--- src/rtl/seq_lock_pkg.sv ---
package seq_lock_pkg;

  typedef enum logic {
    MODE_LOCKED = 1'b0,
    MODE_AUTH   = 1'b1
  } lockMode_e;

  // strobes from control to datapath
  typedef struct packed {
    logic saveEn;     // capture protected next state
    logic restoreEn;  // sequence accepted this cycle
  } lockStrobe_t;

  // expected key word i of the sequence for entry state e
  function automatic int unsigned keyWordCalc(int unsigned seed, int unsigned e, int unsigned i);
    return seed ^ (e * 37 + i * 11 + e * i * 3);
  endfunction

  // locked-state mask value, nonzero and distinct per entry state
  function automatic int unsigned maskCalc(int unsigned w, int unsigned e);
    int unsigned v;
    v = e + 1;
    if (w == 3) begin
      case (e)
        0: v = 6;
        1: v = 5;
        2: v = 7;
        3: v = 3;
        4: v = 1;
        5: v = 2;
        6: v = 4;
        default: v = 1;
      endcase
    end
    return v;
  endfunction

endpackage

--- src/rtl/seq_lock_ctrl.sv ---
module seq_lock_ctrl
  import seq_lock_pkg::*;
#(
  parameter int N_LOCK  = 5,
  parameter int SEQ_LEN = 8,
  parameter int IDX_W   = 3,
  parameter int STEP_W  = 3
) (
  input  logic              clk,
  input  logic              rstN,
  input  logic              keyMatch,
  input  logic              bjReq,
  input  logic [IDX_W-1:0]  bjTarget,
  output lockMode_e         mode,
  output logic [IDX_W-1:0]  lockIdx,
  output logic [STEP_W-1:0] step,
  output lockStrobe_t       strobe
);

  logic             lastStep;
  logic             accept;
  logic             jump;
  logic [IDX_W-1:0] targetIdx;

  assign lastStep  = (step == STEP_W'(SEQ_LEN - 1));
  assign accept    = (mode == MODE_LOCKED) && keyMatch && lastStep;
  assign jump      = (mode == MODE_AUTH) && bjReq;
  assign targetIdx = (32'(bjTarget) < N_LOCK) ? bjTarget : '0;

  assign strobe.saveEn    = jump;
  assign strobe.restoreEn = accept;

  always_ff @(posedge clk or negedge rstN) begin
    if (!rstN) begin
      mode    <= MODE_LOCKED;
      lockIdx <= '0;
      step    <= '0;
    end else if (mode == MODE_LOCKED) begin
      if (keyMatch) begin
        if (lastStep) begin
          mode <= MODE_AUTH;
          step <= '0;
        end else begin
          step <= step + STEP_W'(1);
        end
      end else begin
        step <= '0;
      end
    end else if (bjReq) begin
      mode    <= MODE_LOCKED;
      lockIdx <= targetIdx;
      step    <= '0;
    end
  end

  AST_LOCKED_HOLDS: assert property (@(posedge clk) disable iff (!rstN)
    (mode == MODE_LOCKED && !accept) |=> (mode == MODE_LOCKED));
  AST_MISS_CLEARS_STEP: assert property (@(posedge clk) disable iff (!rstN)
    (mode == MODE_LOCKED && !keyMatch) |=> (step == '0));
  AST_JUMP_LANDS_LOCKED: assert property (@(posedge clk) disable iff (!rstN)
    jump |=> (mode == MODE_LOCKED && step == '0));
  AST_LOCKED_IDX_STABLE: assert property (@(posedge clk) disable iff (!rstN)
    (mode == MODE_LOCKED) |=> (lockIdx == $past(lockIdx)));

endmodule

--- src/rtl/seq_lock_data.sv ---
module seq_lock_data
  import seq_lock_pkg::*;
#(
  parameter int KEY_W       = 8,
  parameter int STATE_W     = 8,
  parameter int MASK_W      = 3,
  parameter int N_LOCK      = 5,
  parameter int SEQ_LEN     = 8,
  parameter int KEY_SEED    = 'hA5,
  parameter int RESET_STATE = 0,
  parameter int IDX_W       = 3,
  parameter int STEP_W      = 3
) (
  input  logic               clk,
  input  logic               rstN,
  input  logic [KEY_W-1:0]   keyIn,
  input  logic [STATE_W-1:0] protNext,
  input  lockMode_e          mode,
  input  logic [IDX_W-1:0]   lockIdx,
  input  logic [STEP_W-1:0]  step,
  input  lockStrobe_t        strobe,
  output logic               keyMatch,
  output logic [MASK_W-1:0]  corruptMask,
  output logic [STATE_W-1:0] restoredState,
  output logic               restoreLoad
);

  logic [KEY_W-1:0]   keyRom  [N_LOCK][SEQ_LEN];
  logic [MASK_W-1:0]  maskRom [N_LOCK];
  logic [KEY_W-1:0]   expWord;
  logic [MASK_W-1:0]  stateMask;
  logic [STATE_W-1:0] savedState;

  for (genvar e = 0; e < N_LOCK; e++) begin : g_entry
    assign maskRom[e] = MASK_W'(maskCalc(MASK_W, e));
    for (genvar i = 0; i < SEQ_LEN; i++) begin : g_word
      assign keyRom[e][i] = KEY_W'(keyWordCalc(KEY_SEED, e, i));
    end
  end

  if (N_LOCK >= (1 << MASK_W)) begin : g_bad_mask
    $error("mask too narrow for distinct nonzero per-state values");
  end

  always_comb begin
    expWord   = '0;
    stateMask = '0;
    for (int e = 0; e < N_LOCK; e++) begin
      if (lockIdx == IDX_W'(e)) begin
        stateMask = maskRom[e];
        for (int i = 0; i < SEQ_LEN; i++) begin
          if (step == STEP_W'(i)) expWord = keyRom[e][i];
        end
      end
    end
  end

  assign keyMatch      = (keyIn == expWord);
  assign corruptMask   = (mode == MODE_AUTH) ? '0 : stateMask;
  assign restoredState = savedState;

  always_ff @(posedge clk or negedge rstN) begin
    if (!rstN) begin
      savedState  <= STATE_W'(RESET_STATE);
      restoreLoad <= 1'b0;
    end else begin
      restoreLoad <= strobe.restoreEn;
      if (strobe.saveEn) savedState <= protNext;
    end
  end

  AST_SAVED_HOLDS: assert property (@(posedge clk) disable iff (!rstN)
    !strobe.saveEn |=> $stable(savedState));
  AST_SAVE_CAPTURES: assert property (@(posedge clk) disable iff (!rstN)
    strobe.saveEn |=> (savedState == $past(protNext)));

endmodule

--- src/rtl/seq_lock_gate.sv ---
module seq_lock_gate
  import seq_lock_pkg::*;
#(
  parameter int KEY_W       = 8,
  parameter int STATE_W     = 8,
  parameter int MASK_W      = 3,
  parameter int N_LOCK      = 5,
  parameter int SEQ_LEN     = 8,
  parameter int KEY_SEED    = 'hA5,
  parameter int RESET_STATE = 0,
  localparam int IDX_W      = (N_LOCK > 1) ? $clog2(N_LOCK) : 1,
  localparam int STEP_W     = (SEQ_LEN > 1) ? $clog2(SEQ_LEN) : 1
) (
  input  logic               clk,
  input  logic               rstN,
  input  logic [KEY_W-1:0]   keyIn,
  input  logic               bjReq,
  input  logic [IDX_W-1:0]   bjTarget,
  input  logic [STATE_W-1:0] protNext,
  output logic               authenticated,
  output logic [MASK_W-1:0]  corruptMask,
  output logic [STATE_W-1:0] restoredState,
  output logic               restoreLoad
);

  lockMode_e         mode;
  logic [IDX_W-1:0]  lockIdx;
  logic [STEP_W-1:0] step;
  lockStrobe_t       strobe;
  logic              keyMatch;

  seq_lock_ctrl #(
    .N_LOCK(N_LOCK), .SEQ_LEN(SEQ_LEN), .IDX_W(IDX_W), .STEP_W(STEP_W)
  ) u_ctrl (
    .clk(clk), .rstN(rstN), .keyMatch(keyMatch), .bjReq(bjReq),
    .bjTarget(bjTarget), .mode(mode), .lockIdx(lockIdx), .step(step),
    .strobe(strobe)
  );

  seq_lock_data #(
    .KEY_W(KEY_W), .STATE_W(STATE_W), .MASK_W(MASK_W), .N_LOCK(N_LOCK),
    .SEQ_LEN(SEQ_LEN), .KEY_SEED(KEY_SEED), .RESET_STATE(RESET_STATE),
    .IDX_W(IDX_W), .STEP_W(STEP_W)
  ) u_data (
    .clk(clk), .rstN(rstN), .keyIn(keyIn), .protNext(protNext), .mode(mode),
    .lockIdx(lockIdx), .step(step), .strobe(strobe), .keyMatch(keyMatch),
    .corruptMask(corruptMask), .restoredState(restoredState),
    .restoreLoad(restoreLoad)
  );

  assign authenticated = (mode == MODE_AUTH);

  AST_AUTH_MASK_CLEAR: assert property (@(posedge clk) disable iff (!rstN)
    authenticated |-> (corruptMask == '0));
  AST_LOCK_MASK_SET: assert property (@(posedge clk) disable iff (!rstN)
    !authenticated |-> (corruptMask != '0));
  AST_RESTORE_ON_ENTRY: assert property (@(posedge clk) disable iff (!rstN)
    restoreLoad |-> (authenticated && !$past(authenticated)));
  AST_JUMP_DROPS_AUTH: assert property (@(posedge clk) disable iff (!rstN)
    (authenticated && bjReq) |=> (!authenticated && !restoreLoad));

endmodule

--- config.mk ---
export PLATFORM = sky130hd
export DESIGN_NAME = seq_lock_gate
export DESIGN_NICKNAME = d
export VERILOG_FILES = /design/src/rtl/seq_lock_pkg.sv /design/src/rtl/seq_lock_ctrl.sv /design/src/rtl/seq_lock_data.sv /design/src/rtl/seq_lock_gate.sv
export SDC_FILE = /design/constraint.sdc
export NUM_CORES = 1
export LEC_CHECK = 0
export ABC_AREA = 1
export ABC_CLOCK_PERIOD_IN_PS = 4050
export BUFFER_PORTS_ARGS = -buffer_cell sky130_fd_sc_hd__buf_2
export CAP_MARGIN = 25
export CORE_ASPECT_RATIO = 1.25
export CORE_MARGIN = 4
export CORE_UTILIZATION = 55
export DETAILED_ROUTE_END_ITERATION = 16
export HOLD_SLACK_MARGIN = 0.1
export PLACE_DENSITY = 0.85
export RECOVER_POWER = 100
export SLEW_MARGIN = 15
export SYNTH_ARGS = -nofsm -noshare
export SYNTH_HDL_FRONTEND = slang
export SYNTH_SLANG_ARGS = --single-unit
export TNS_END_PERCENT = 30
--- constraint.sdc ---
create_clock -name clk -period 4.05 [get_ports clk]
set_input_delay 0.81 -clock clk [delete_from_list [all_inputs] [get_ports clk]]
set_output_delay 0.81 -clock clk [all_outputs]
set_load 0.02 [all_outputs]
==> out/results.txt <==
Setup Skew = 9.571 ps
Sw Pwr = 0.1633 mW
CP Capture Type = register
CP delay by family, top = simple AND/OR/NAND/NOR gates
Buf/Inv on CP = 1
Dpl ws = 1160 ps
Clock latency on the worst-skew pair = 280 ps
Net count of the mapped netlist = 339
Drt total wl = 5083 um
Post-synth EDFFs = 0
IO Pins = 35
Prevailing post-synth register cell = dfrtp_1
DR DRC count = 0
Status = finished clean
Maximum fanout along the worst path = 13
Nets = 375
Hold Crit Class = register to register
Critical setup path kind = register to register
Slew Limit Fails = 0
Tot GR Track Use = 26.10%
Row cnt = 22
Worst path most repeated cell = nand2_1
DIE AREA = 4053 sq um
Synthesized cell area = 1702 sq um
Switching share of power = 37.11%
Post-CTS setup buffers = 0
Vias in the first global route = 2,011
Synth unique cells = 25
Clock sinks = 16
Cts hold-fix bufs = 0
PortBufs = 34
GRT overflow = 0
Flip-flop and latch area = 400.4 sq um
Synth Area per Inst = 5.471 sq um
Worst-Margin Slew = 800.7 ps
Post-route ant nets = 0
DRC marker count from the first detailed-route iteration = 141
Area of the multi-input gates = 1139 sq um
Max Cap Viol = 0
Synth top area cells = nand2_1, dfrtp_1, inv_1, nand3_1, nor2_1
Initial cell density of the core = 57.77%
# setup viols final = 0
Worst vdd ir = 0.2590 mV
Die height = 70.19 um
Min Tclk post-route = 3051 ps
CP peak stage delay = 470 ps
Asr flop ratio synth = 100.0%
Int Pwr = 0.2768 mW
Routed WL per cell = 13.31 um
Cells after synthesis = 311
Worst EP required = 4270 ps
Arrival time worst endpoint = 3270 ps
Via Count = 2,160
CTS-repair resized insts = 0
Largest net degree at the start of global routing = 17
Unrepaired setup endpoints after global routing = no
Tot Pwr = 0.4402 mW
CTS tree = done
H-tree levels = 1
TritonRoute pass-1 iters = 5
Hold Slack = 486.1 ps
Routability cong. = 1.051
Synth Warn # = 0
Final period utilization = 75.33%
Logic pwr share = 37.0%
Via density per instance = 5.654
Cell with the largest stage delay on the worst path = ha_1
TritonCTS Buffers = 3
CP startpoint kind = register
Clk slew on worst S/H paths = 90 ps
Power Dens Cells = 228.9 nW/um^2
FF+latch count, synth = 16
Share of layout cells above drive strength 1 = 8.382%
Area leader, netlist = nand2_1
Achievable Freq = 327.8 MHz
Synth top area share = 32.21%
Most common cell in the synthesized netlist = nand2_1
Leak Pwr = 1.233 nW
Final hold vios = 0
Setup tns final = 0 ps
Die width = 57.75 um
Clock power share = 22.9%
CTS root buffer = clkbuf_4
CP cell instances = ha_1 -> ha_1 -> inv_1 -> nand3_1 -> nand3_1 -> nand2_1 -> nand2_1 -> nand2_1 -> nand3_1 -> nand2_1 -> nand2_1 -> nand2_1 -> nand3_1 -> nand2_1 -> nand2_1 -> nand2_1 -> nand2_1 -> nand2_1 -> nand2_1 -> nor2_1 -> nand4_1 -> nand2_1
Core Region = 2945 sq um
Slew headroom = 46.62%
Synth-to-Final Area Change = 13.01%
Register area share after synthesis = 23.53%
Sequential Power Share = 40.1%
DP HPWL = 4154 um
Initial antenna violation count = 0
First-pass GRT wire length = 8611 um
Fillers = 291
Post-synth top cells = nand2_1, inv_1, nor2_1
Diodes inserted = 0
Final WS setup = 999.2 ps
Clock Tree Buf Depth = 2
==> power groups by stage <==
stage	Combinational (mW)	Clock, mW	Sequential (mW)
final	0.163	0.101	0.176
after global routing	0.185	0.110	0.178
after CTS	0.164	0.103	0.176
after detailed placement	0.164	0	0.179
after global placement	0.163	0	0.179
after floorplan	0.104	0	0.188
==> worst paths after layout <==
kind | endpoint | start | cells after the start | slack [ps]
min | u_data.restoredState[7]$_DFFE_PN0P_ | u_data.restoredState[7]$_DFFE_PN0P_ | 2 | 490
max | u_ctrl.step[1]$_DFFE_PN0P_ | u_ctrl.step[0]$_DFFE_PN0P_ | 22 | 1000
max reg2reg | u_ctrl.step[1]$_DFFE_PN0P_ | u_ctrl.step[0]$_DFFE_PN0P_ | 22 | 1000
min in group asynchronous | u_ctrl.step[1]$_DFFE_PN0P_ | rstN | 1 | 590
max in group asynchronous | u_ctrl.mode$_DFF_PN0_ | rstN | 1 | 2960
min reg2reg | u_data.restoredState[7]$_DFFE_PN0P_ | u_data.restoredState[7]$_DFFE_PN0P_ | 2 | 490
==> registers in the layout, indices dropped and copies added (netlist names) <==
name                  cells
u_ctrl.step               3
u_data.restoreLoad        1
u_data.restoredState      8
u_ctrl.lockIdx            3
u_ctrl.mode               1
==> cell families after synthesis <==
group | Yosys count | synth area share, %
fa+ha+maj | 6 | 4.412
buf+inv | 43 | 9.559
compound gates | 30 | 10.15
simple gates | 215 | 51.84
xor+xnor | 1 | 0.5148
flops | 16 | 23.53
==> routing by layer <==
layer	wire [um]	global-route usage, %
met2	2556	44.35
met4	294	15.72
met1	1886	31.05
met3	346	2.033
met5	0	0
==> placed cells by master, fill, tap and decap left out, types with 2 or more instances in the layout <==
master	count
clkbuf_4	3
nand4_1	8
nand3_1	25
ha_1	6
nor2_1	29
nand2_1	146
dfrtp_1	16
nand3b_1	3
buf_2	20
inv_2	2
o31ai_1	2
a21oi_1	5
inv_1	38
clkbuf_1	14
nor3_1	2
o21ai_0	16
==> cell type report <==
cell class                      instances  area share [%]
Timing Repair Buffer                   34           7.938
Inverter                               40           7.807
Tap cell                               36           2.342
Sequential cell                        16           20.82
Multi-Input combinational cell        252           59.21
Clock buffer                            4           1.887
==> worst min-delay path: cells and delay by family, from the launching register on <==
family,cells,cell delay [ps]
DFF,1,360
and+or+nand+nor,2,100
==> per-stage QoR <==
step	utilization (%)	instances	cell area [sq um]
global route	65.29	382	1923
detailed placement	64.66	378	1904
global placement	64.66	378	1904
floorplan	-	311	1702
CTS	65.89	382	1941
finish	65.29	382	1923
(Power assumes the default switching activity.)
